--- src/rtl/fq_pkg.sv ---
package fq_pkg;
  parameter int DESC_W = 64;
  parameter int TS_W   = 16;

  typedef struct packed {
    logic [DESC_W-1:0] desc;
    logic [TS_W-1:0]   ts;
  } fq_entry_t;

  typedef enum logic {
    CFG_FILL_LIMIT = 1'b0,
    CFG_WAIT_LIMIT = 1'b1
  } fq_cfg_sel_e;
endpackage

--- src/rtl/fq_timebase.sv ---
module fq_timebase #(
  parameter int TS_W = 16
) (
  input  logic            clk,
  input  logic            rst_n,
  output logic [TS_W-1:0] now
);
  always_ff @(posedge clk) begin
    if (!rst_n) now <= '0;
    else        now <= now + 1'b1;
  end

  a_r7_time_advances: assert property (@(posedge clk) disable iff (!rst_n)
    1'b1 |=> now == $past(now) + 1'b1);
endmodule

--- src/rtl/fq_store.sv ---
module fq_store
  import fq_pkg::*;
#(
  parameter int DEPTH = 32,
  localparam int PTR_W = (DEPTH > 1) ? $clog2(DEPTH) : 1,
  localparam int CNT_W = $clog2(DEPTH + 1)
) (
  input  logic             clk,
  input  logic             rst_n,
  input  logic             push_valid,
  output logic             push_ready,
  input  fq_entry_t        push_entry,
  output logic             head_valid,
  input  logic             pop_ready,
  output fq_entry_t        head_entry,
  output logic [CNT_W-1:0] fill
);
  logic [PTR_W-1:0] wr_ptr, rd_ptr;
  logic [CNT_W-1:0] fill_q;
  fq_entry_t        slot [DEPTH];
  logic             push_fire, pop_fire;

  function automatic logic [PTR_W-1:0] step_ptr(input logic [PTR_W-1:0] p);
    return (p == PTR_W'(DEPTH - 1)) ? '0 : p + 1'b1;
  endfunction

  assign push_ready = (fill_q != CNT_W'(DEPTH));
  assign head_valid = (fill_q != '0);
  assign push_fire  = push_valid && push_ready;
  assign pop_fire   = pop_ready && head_valid;
  assign head_entry = slot[rd_ptr];
  assign fill       = fill_q;

  for (genvar i = 0; i < DEPTH; i++) begin : g_slot
    always_ff @(posedge clk) begin
      if (push_fire && wr_ptr == PTR_W'(i)) slot[i] <= push_entry;
    end
  end

  always_ff @(posedge clk) begin
    if (!rst_n) begin
      wr_ptr <= '0;
      rd_ptr <= '0;
      fill_q <= '0;
    end else begin
      if (push_fire) wr_ptr <= step_ptr(wr_ptr);
      if (pop_fire)  rd_ptr <= step_ptr(rd_ptr);
      case ({push_fire, pop_fire})
        2'b10:   fill_q <= fill_q + 1'b1;
        2'b01:   fill_q <= fill_q - 1'b1;
        default: fill_q <= fill_q;
      endcase
    end
  end

  a_r3_no_overflow: assert property (@(posedge clk) disable iff (!rst_n)
    fill_q <= CNT_W'(DEPTH));
  a_r2_head_hold: assert property (@(posedge clk) disable iff (!rst_n)
    head_valid && !pop_ready |=> head_valid && $stable(head_entry));
  a_r5_fill_step: assert property (@(posedge clk) disable iff (!rst_n)
    1'b1 |=> (fill_q == $past(fill_q)) || (fill_q == $past(fill_q) + 1'b1)
             || (fill_q + 1'b1 == $past(fill_q)));
endmodule

--- src/rtl/fq_cfg_regs.sv ---
module fq_cfg_regs
  import fq_pkg::*;
#(
  parameter int DEPTH = 32,
  parameter int TS_W  = 16,
  localparam int CNT_W = $clog2(DEPTH + 1)
) (
  input  logic             clk,
  input  logic             rst_n,
  input  logic             cfg_we,
  input  logic             cfg_sel,
  input  logic [TS_W-1:0]  cfg_wdata,
  output logic [CNT_W-1:0] fill_limit,
  output logic [TS_W-1:0]  wait_limit
);
  fq_cfg_sel_e sel;
  assign sel = fq_cfg_sel_e'(cfg_sel);

  always_ff @(posedge clk) begin
    if (!rst_n) begin
      fill_limit <= CNT_W'(DEPTH);
      wait_limit <= '1;
    end else if (cfg_we) begin
      if (sel == CFG_FILL_LIMIT) fill_limit <= cfg_wdata[CNT_W-1:0];
      else                       wait_limit <= cfg_wdata;
    end
  end

  a_r10_hold_unwritten: assert property (@(posedge clk) disable iff (!rst_n)
    !cfg_we |=> $stable(fill_limit) && $stable(wait_limit));
endmodule

--- src/rtl/fq_irq_ctrl.sv ---
module fq_irq_ctrl #(
  parameter int CNT_W = 6,
  parameter int TS_W  = 16
) (
  input  logic             clk,
  input  logic             rst_n,
  input  logic [CNT_W-1:0] fill,
  input  logic [CNT_W-1:0] fill_limit,
  input  logic             head_valid,
  input  logic [TS_W-1:0]  head_ts,
  input  logic [TS_W-1:0]  now,
  input  logic [TS_W-1:0]  wait_limit,
  input  logic             irq_ack,
  output logic             irq
);
  logic [TS_W-1:0] head_age;
  logic            fill_hit, age_hit, fire;

  assign head_age = now - head_ts;
  assign fill_hit = fill > fill_limit;
  assign age_hit  = head_valid && (head_age > wait_limit);
  assign fire     = fill_hit || age_hit;

  always_ff @(posedge clk) begin
    if (!rst_n)   irq <= 1'b0;
    else if (irq) irq <= !irq_ack;
    else          irq <= fire;
  end

  a_r8_sticky: assert property (@(posedge clk) disable iff (!rst_n)
    irq && !irq_ack |=> irq);
  a_r8_ack_clears: assert property (@(posedge clk) disable iff (!rst_n)
    irq && irq_ack |=> !irq);
  a_r6_fill_fires: assert property (@(posedge clk) disable iff (!rst_n)
    !irq && (fill > fill_limit) |=> irq);
  a_r7_age_fires: assert property (@(posedge clk) disable iff (!rst_n)
    !irq && head_valid && ((now - head_ts) > wait_limit) |=> irq);
endmodule

--- src/rtl/frame_queue_irq.sv ---
module frame_queue_irq
  import fq_pkg::*;
#(
  parameter int DEPTH = 32,
  localparam int CNT_W = $clog2(DEPTH + 1)
) (
  input  logic              clk,
  input  logic              rst_n,
  input  logic              enq_valid,
  output logic              enq_ready,
  input  logic [DESC_W-1:0] enq_desc,
  output logic              deq_valid,
  input  logic              deq_ready,
  output logic [DESC_W-1:0] deq_desc,
  input  logic              cfg_we,
  input  logic              cfg_sel,
  input  logic [TS_W-1:0]   cfg_wdata,
  output logic              irq,
  input  logic              irq_ack
);
  logic [TS_W-1:0]  now;
  logic [CNT_W-1:0] fill, fill_limit;
  logic [TS_W-1:0]  wait_limit;
  fq_entry_t        in_entry, head_entry;

  assign in_entry.desc = enq_desc;
  assign in_entry.ts   = now;

  fq_timebase #(.TS_W(TS_W)) u_time (
    .clk(clk), .rst_n(rst_n), .now(now)
  );

  fq_store #(.DEPTH(DEPTH)) u_store (
    .clk(clk), .rst_n(rst_n),
    .push_valid(enq_valid), .push_ready(enq_ready), .push_entry(in_entry),
    .head_valid(deq_valid), .pop_ready(deq_ready), .head_entry(head_entry),
    .fill(fill)
  );

  fq_cfg_regs #(.DEPTH(DEPTH), .TS_W(TS_W)) u_cfg (
    .clk(clk), .rst_n(rst_n),
    .cfg_we(cfg_we), .cfg_sel(cfg_sel), .cfg_wdata(cfg_wdata),
    .fill_limit(fill_limit), .wait_limit(wait_limit)
  );

  fq_irq_ctrl #(.CNT_W(CNT_W), .TS_W(TS_W)) u_irq (
    .clk(clk), .rst_n(rst_n),
    .fill(fill), .fill_limit(fill_limit),
    .head_valid(deq_valid), .head_ts(head_entry.ts),
    .now(now), .wait_limit(wait_limit),
    .irq_ack(irq_ack), .irq(irq)
  );

  assign deq_desc = deq_valid ? head_entry.desc : '0;

  a_r3_full_refuses: assert property (@(posedge clk) disable iff (!rst_n)
    !enq_ready && !deq_ready |=> !enq_ready);
  a_r4_empty_stays: assert property (@(posedge clk) disable iff (!rst_n)
    !deq_valid && !enq_valid |=> !deq_valid);
endmodule

--- config.mk ---
export PLATFORM = sky130hd
export DESIGN_NAME = frame_queue_irq
export DESIGN_NICKNAME = d
export VERILOG_FILES = /design/src/rtl/fq_pkg.sv /design/src/rtl/fq_timebase.sv /design/src/rtl/fq_store.sv /design/src/rtl/fq_cfg_regs.sv /design/src/rtl/fq_irq_ctrl.sv /design/src/rtl/frame_queue_irq.sv
export SDC_FILE = /design/constraint.sdc
export NUM_CORES = 2
export LEC_CHECK = 0
export BUFFER_PORTS_ARGS = -buffer_cell sky130_fd_sc_hd__buf_2
export CAP_MARGIN = 20
export CORE_ASPECT_RATIO = 1.1
export CORE_MARGIN = 2
export CORE_UTILIZATION = 60
export DETAILED_ROUTE_END_ITERATION = 16
export PLACE_DENSITY_LB_ADDON = 0.08
export REMOVE_ABC_BUFFERS = 1
export SLEW_MARGIN = 20
export SYNTH_ARGS = -nofsm -noshare
export SYNTH_HDL_FRONTEND = slang
export SYNTH_SLANG_ARGS = --single-unit
--- constraint.sdc ---
create_clock -name clk -period 7.7 [get_ports clk]
set_clock_uncertainty 0.05 [all_clocks]
set_input_delay 0.77 -clock clk [delete_from_list [all_inputs] [get_ports clk]]
set_output_delay 0.77 -clock clk [all_outputs]
set_load 0.01 [all_outputs]
-- Word-level counts from Yosys, hierarchy flattened
Memory sizes are Yosys's and may differ from the RTL's. A register that Yosys moved wholly into a read port is not among the register bits.
Index checks and enable logic that the tools add are counted.
- logic and storage cells: 289
- bits in latches: 0
- memories: 1
- RAM bits: 2560
- register bits: 55
- input port bits: 87
- memory bits (read-only): 0
- output and inout port bits: 67
- memories (name ; words ; width ; rd ports ; clocked after Yosys merged registers in ; wr ports ; RTL line ; source):
    u_store.slot ; 32 ; 80 ; 1 ; 1 ; 1 ; fq_store.sv:20 ; fq_entry_t slot [DEPTH];
- $mul: 0
- reduce and logical (&&, ||, !) cells: 73
- multiplexer cells: 164
- $lt $le $gt $ge: 2
- shifts and indexed selects: 0
- equal/unequal tests: 35
- bitwise gates (word level): 1
- div/mod/pow operators: 0
- add/sub/neg operators: 6
- operators with widths (cell ; number):
    2-to-1 mux 80 bit ; 31
    OR reduction 80 bit ; 31
    2-to-1 mux 5 bit ; 35
    2-to-1 mux 1 bit ; 96
    equality test 5 bit (second input constant) ; 17
    2-to-1 mux 64 bit ; 1
    equality test 5 x 4 -> 1 bit (second input constant) ; 8
    logical AND 1 bit ; 35
    equality test 5 x 3 -> 1 bit (second input constant) ; 4
    adder 16 x 1 -> 16 bit (second input constant) ; 1
    > comparator 16 bit ; 1
    subtractor 16 bit ; 1
    one-hot mux 6 bit (2 select lines) ; 1
    adder 5 x 1 -> 5 bit (second input constant) ; 2
    equality test 5 x 2 -> 1 bit (second input constant) ; 2
    adder 6 x 1 -> 6 bit (second input constant) ; 1
    > comparator 6 bit ; 1
    inequality test 6 bit (second input constant) ; 1
    nonzero test 6 bit ; 1
    subtractor 6 x 1 -> 6 bit (second input constant) ; 1
    equality test 5 x 1 -> 1 bit (second input constant) ; 1
    zero test 5 bit ; 1
    AND reduction 2 bit ; 2
    equality test 2 x 1 -> 1 bit (second input constant) ; 1
    other kinds (5) ; 5

-- Longest topological paths before layout
- depth after elaboration: 37
- depth in mapped cells: 23
- gate-level depth less buffers: 20

-- Cells and area by module
Synthesis repeated with hierarchy kept, for this count alone.
- cells, all modules: 5220
- area, all modules: 102230.5 sq um
- modules (own cells, without submodules) (module ; sequential area each (sq um) ; area each (sq um) ; times used ; cells each):
    fq_store ; 77294.1 ; 98709.7 ; 1 ; 4782
    fq_irq_ctrl ; 20.0 ; 1340.0 ; 1 ; 185
    fq_cfg_regs ; 440.4 ; 945.9 ; 1 ; 100
    fq_timebase ; 320.3 ; 724.4 ; 1 ; 83
    frame_queue_irq ; 0.0 ; 510.5 ; 1 ; 70

-- Worst setup path before layout
OpenSTA, ideal clock, no wires.
- kind: input port to flip-flop
- from: in enq_valid
- to: mem u_store.slot[0][0] (netlist bit), enable pin
- stages: 6
- path buffers: 2
- library setup time: 0.519 ns
- data arrival time: 5.027 ns
- slack: 2.104 ns
- data required time: 7.131 ns
- cells stage by stage: and2_1 -> clkbuf_1 -> inv_1 -> buf_4 -> or3_1 -> nor2_1
- cells in the longest elaborated chain, start to end: 36
- elaborated cells on any way between the ends: 190
- classes of those cells: mux: 126; reduce/logical: 64
- RTL lines (what ; RTL line ; source):
    start: declaration ; frame_queue_irq.sv:9 ; input logic enq_valid,
    logical AND 1 bit * ; fq_store.sv:29 ; assign push_fire = push_valid && push_ready;
    logical AND 1 bit ; fq_store.sv:36 ; if (push_fire && wr_ptr == PTR_W'(i)) slot[i] <= push_entry;
    2-to-1 mux 1 bit ; fq_store.sv:36 ;
    2-to-1 mux 1 bit (not written as such) ; fq_store.sv:36 ;
    OR reduction 80 bit (no source line) ; - ;
    2-to-1 mux 5 bit (no source line) / 2-to-1 mux 1 bit (equally long branches) (31 in series) ; - ;
    end: declaration ; fq_store.sv:20 ;
Mark *: on every way between the ends. The rest lies on a longest branch, timed or not.

==> results.json <==
{
  "syn-cell-area_sq_um": 101000,
  "finalHoldViolCount": 0,
  "leakage_nw": 35.0,
  "start_kind": "flop",
  "dr.first_iter.drc_count": 5368,
  "grt_pass1_vias": 47733,
  "insertion_delay_ps": 910,
  "start_util_pct": 60.5,
  "drc_errors": 0,
  "p_per_area_nw_per_um2": 296,
  "outcome": "finished, final reports clean",
  "reg2reg_depth": 20,
  "synth-edff-count": 2560,
  "synth_area_leader_cell": "edfxtp_1",
  "cts_buffers": 274,
  "die-area_sq_um": 172000,
  "finalPower_mw": 33.5,
  "finalSetupTns_ps": 0,
  "ys_types": 46,
  "endpoint": "deq_desc[37]",
  "drive_above_1_share_pct": 29.7,
  "dr.pass1.iters": 8,
  "yosys_warnings": 0,
  "synthArstFlopShare_pct": 0,
  "synthFlopType": "edfxtp_1",
  "grt_max_degree": 126,
  "clock.fmax_ghz": 0.158,
  "ir_worst_vdd_mv": 0.540,
  "cp-end-kind": "output port",
  "muxShareOfSynthArea_pct": 17.9,
  "setup_violations": 0,
  "critPathMaxFanout": 48,
  "synthSimpleGateAreaFrac_pct": 1.32,
  "worst_pin_slew_ps": 1110,
  "core_area_sq_um": 167000,
  "dpl_cell_area_sq_um": 105000,
  "post_cts_resized": 0,
  "layout_common_cells": "edfxtp_1, mux4_2, clkbuf_16",
  "pwr-share-comb_pct": 15.0,
  "slew_headroom_pct": 26.0,
  "rows": 157,
  "drv_cap": 0,
  "min_path_type": "primary input to flop",
  "grt_pass1_wl_um": 340000,
  "worstHoldStart": "cfg_wdata[2]",
  "top_level_ports": 154,
  "place.gp.congestion": 0.774,
  "crit_required_ps": 6880,
  "synth_seq_cells": 2620,
  "synth_compound_area_share_pct": 1.33,
  "die_w_um": 395,
  "finalCritPeriodShare_pct": 82.1,
  "vias_per_cell": 6.69,
  "synth.avg_cell_area_sq_um": 23.4,
  "htreeDepth": 5,
  "power.share.clock_pct": 37.3,
  "area_delta_synth_final_pct": 12.1,
  "hold_path_depth": 3,
  "reg2reg_to": "u_irq.irq$_SDFF_PN0_",
  "synth_xor_area_share_pct": 0.278,
  "reg2reg_setup_slack_ps": 1990,
  "internal_power_mw": 25.5,
  "stdcell_area_sq_um": 113000,
  "synth_top_area_share_pct": 76.2,
  "fin_crit_ps": 6320,
  "synth_top_family_by_area": "multiplexers",
  "cts_root_buffer": "clkbuf_16",
  "swShare_pct": 23.7,
  "path_clk_slew_ps": 60,
  "io_buffers": 153,
  "dp_hpwl_um": 115000,
  "antenna_found_initial": 18,
  "vias": 47230,
  "cts_tree": "yes",
  "layout.nets": 4785,
  "fin_hold_ws_ps": 61.3,
  "pwr-share-seq_pct": 47.7,
  "synth.area.top_cells": "edfxtp_1, mux4_2, dfxtp_1",
  "die_h_um": 434,
  "cts.sinks": 2620,
  "grt_use_total_pct": 28.0,
  "layout_commonest_cell": "edfxtp_1",
  "antenna_left": 0,
  "clock_path_buffers": 4,
  "finalWirelength_um": 236000,
  "rsz0062_at_grt": "false",
  "p_sw_mw": 7.94,
  "synthCells": 4314,
  "ys_seq_area_share_pct": 77.4,
  "worstPathArrival_ps": 5500,
  "routedWlPerCell_um": 33.5,
  "slew_violations": 0,
  "path_class": "flop to output port",
  "synthAdderAreaFrac_pct": 0.684,
  "overflow": 0
}
[cells in the mapped netlist, drive strengths merged, types with 6 or more instances]
| master | instances |
|---|---|
| a211oi | 70 |
| a21o | 16 |
| ha | 52 |
| mux4 | 759 |
| nand2 | 39 |
| nor2 | 129 |
| dfxtp | 60 |
| o21ai | 14 |
| nor3 | 6 |
| and2 | 8 |
| clkbuf | 114 |
| xnor2 | 16 |
| edfxtp | 2560 |
| mux2i | 94 |
| buf | 112 |
| a21oi | 70 |
| nand3 | 12 |
| inv | 41 |
| a31oi | 6 |
| and3 | 22 |
| nor2b | 42 |
| xor2 | 16 |
| o211ai | 20 |
[layer usage]
| metal | vias to the layer above | share of wire, % | track usage [%] |
|---|---|---|---|
| met3 | 343 | 7.9 | 4.53 |
| li1 | 19040 | - | - |
| met2 | 2168 | 50 | 45.4 |
| met4 | 14 | 2.0 | 6.66 |
| met1 | 25665 | 40 | 40.8 |
| met5 | - | 0.041 | 0 |
[registers in the layout, summed over array words and instances, names as in the netlist, named ones only]
register / cells
u_cfg.fill_limit: 6
u_cfg.wait_limit: 16
u_irq.irq: 1
u_store.fill: 6
u_store.rd_ptr: 5
u_store.slot: 2560
u_store.wr_ptr: 5
u_time.now: 16
[worst min-delay path by stage]
stage / end / slack (ps)
detailed placement: u_cfg.wait_limit[0]$_SDFFE_PN1P_ / 440
finish: u_cfg.fill_limit[2]$_SDFFE_PN0P_ / 60
CTS: u_cfg.fill_limit[2]$_SDFFE_PN0P_ / 0.3
global route: u_cfg.fill_limit[2]$_SDFFE_PN0P_ / 40
global placement: u_cfg.fill_limit[0]$_SDFFE_PN0P_ / 440
floorplan: u_cfg.fill_limit[0]$_SDFFE_PN0P_ / 410
[critical path: stages, from the launching register on]
cell	delay [ps]
dfxtp_4	790
buf_4	440
buf_4	780
buf_4	850
mux4_2	600
mux4_2	490
mux2i_1	150
nor2_1	150
buf_2	220
[repair_timing]
item,in CTS,in global routing
endpoints found under the hold margin,9,0
hold buffers,8,0
setup buffers,0,0
[cell type report]
cell class,instances,area (sq um)
sequential,2620,78100
fill,10288,53600
multi-input combinational,1427,21900
clock buffer,344,7320
tap,2226,2790
timing repair buffer,280,1860
clock inverter,116,1020
inverter,41,154
antenna,1,2.50
[stage by stage]
| stage | cells | setup slack [ps] | utilization, % |
|---|---|---|---|
| detailed placement | 6585 | 1820 | 62.8 |
| finish | 7055 | 1380 | 67.8 |
| floorplan | 4088 | -22740 | - |
| global route | 7054 | 829 | 67.8 |
| CTS | 7053 | 866 | 67.8 |
| global placement | 6584 | 1790 | 62.8 |
[cell families (layout without fill, tap and decap cells)]
logic type                 Yosys count  in the layout
DFF                               2620           2620
muxes                              855            855
and+or+nand+nor                    280            280
buffers and inverters              267            781
AOI/OAI and AO/OA                  206            206
adders and majority gates           54             54
xor gates and xnor gates            32             32
other                                0              1
[power groups by stage]
| stage | clock, mW | sequential [mW] | combinational [mW] |
|---|---|---|---|
| after floorplan | 0 | 16.7 | 5.20 |
| after global placement | 0 | 16.3 | 5.04 |
| after detailed placement | 0 | 16.3 | 5.09 |
| after CTS | 12.7 | 16.0 | 5.11 |
| after global routing | 13.2 | 16.0 | 5.42 |
| final | 12.5 | 16.0 | 5.03 |
Note: power is estimated with default switching activity, not from simulation.
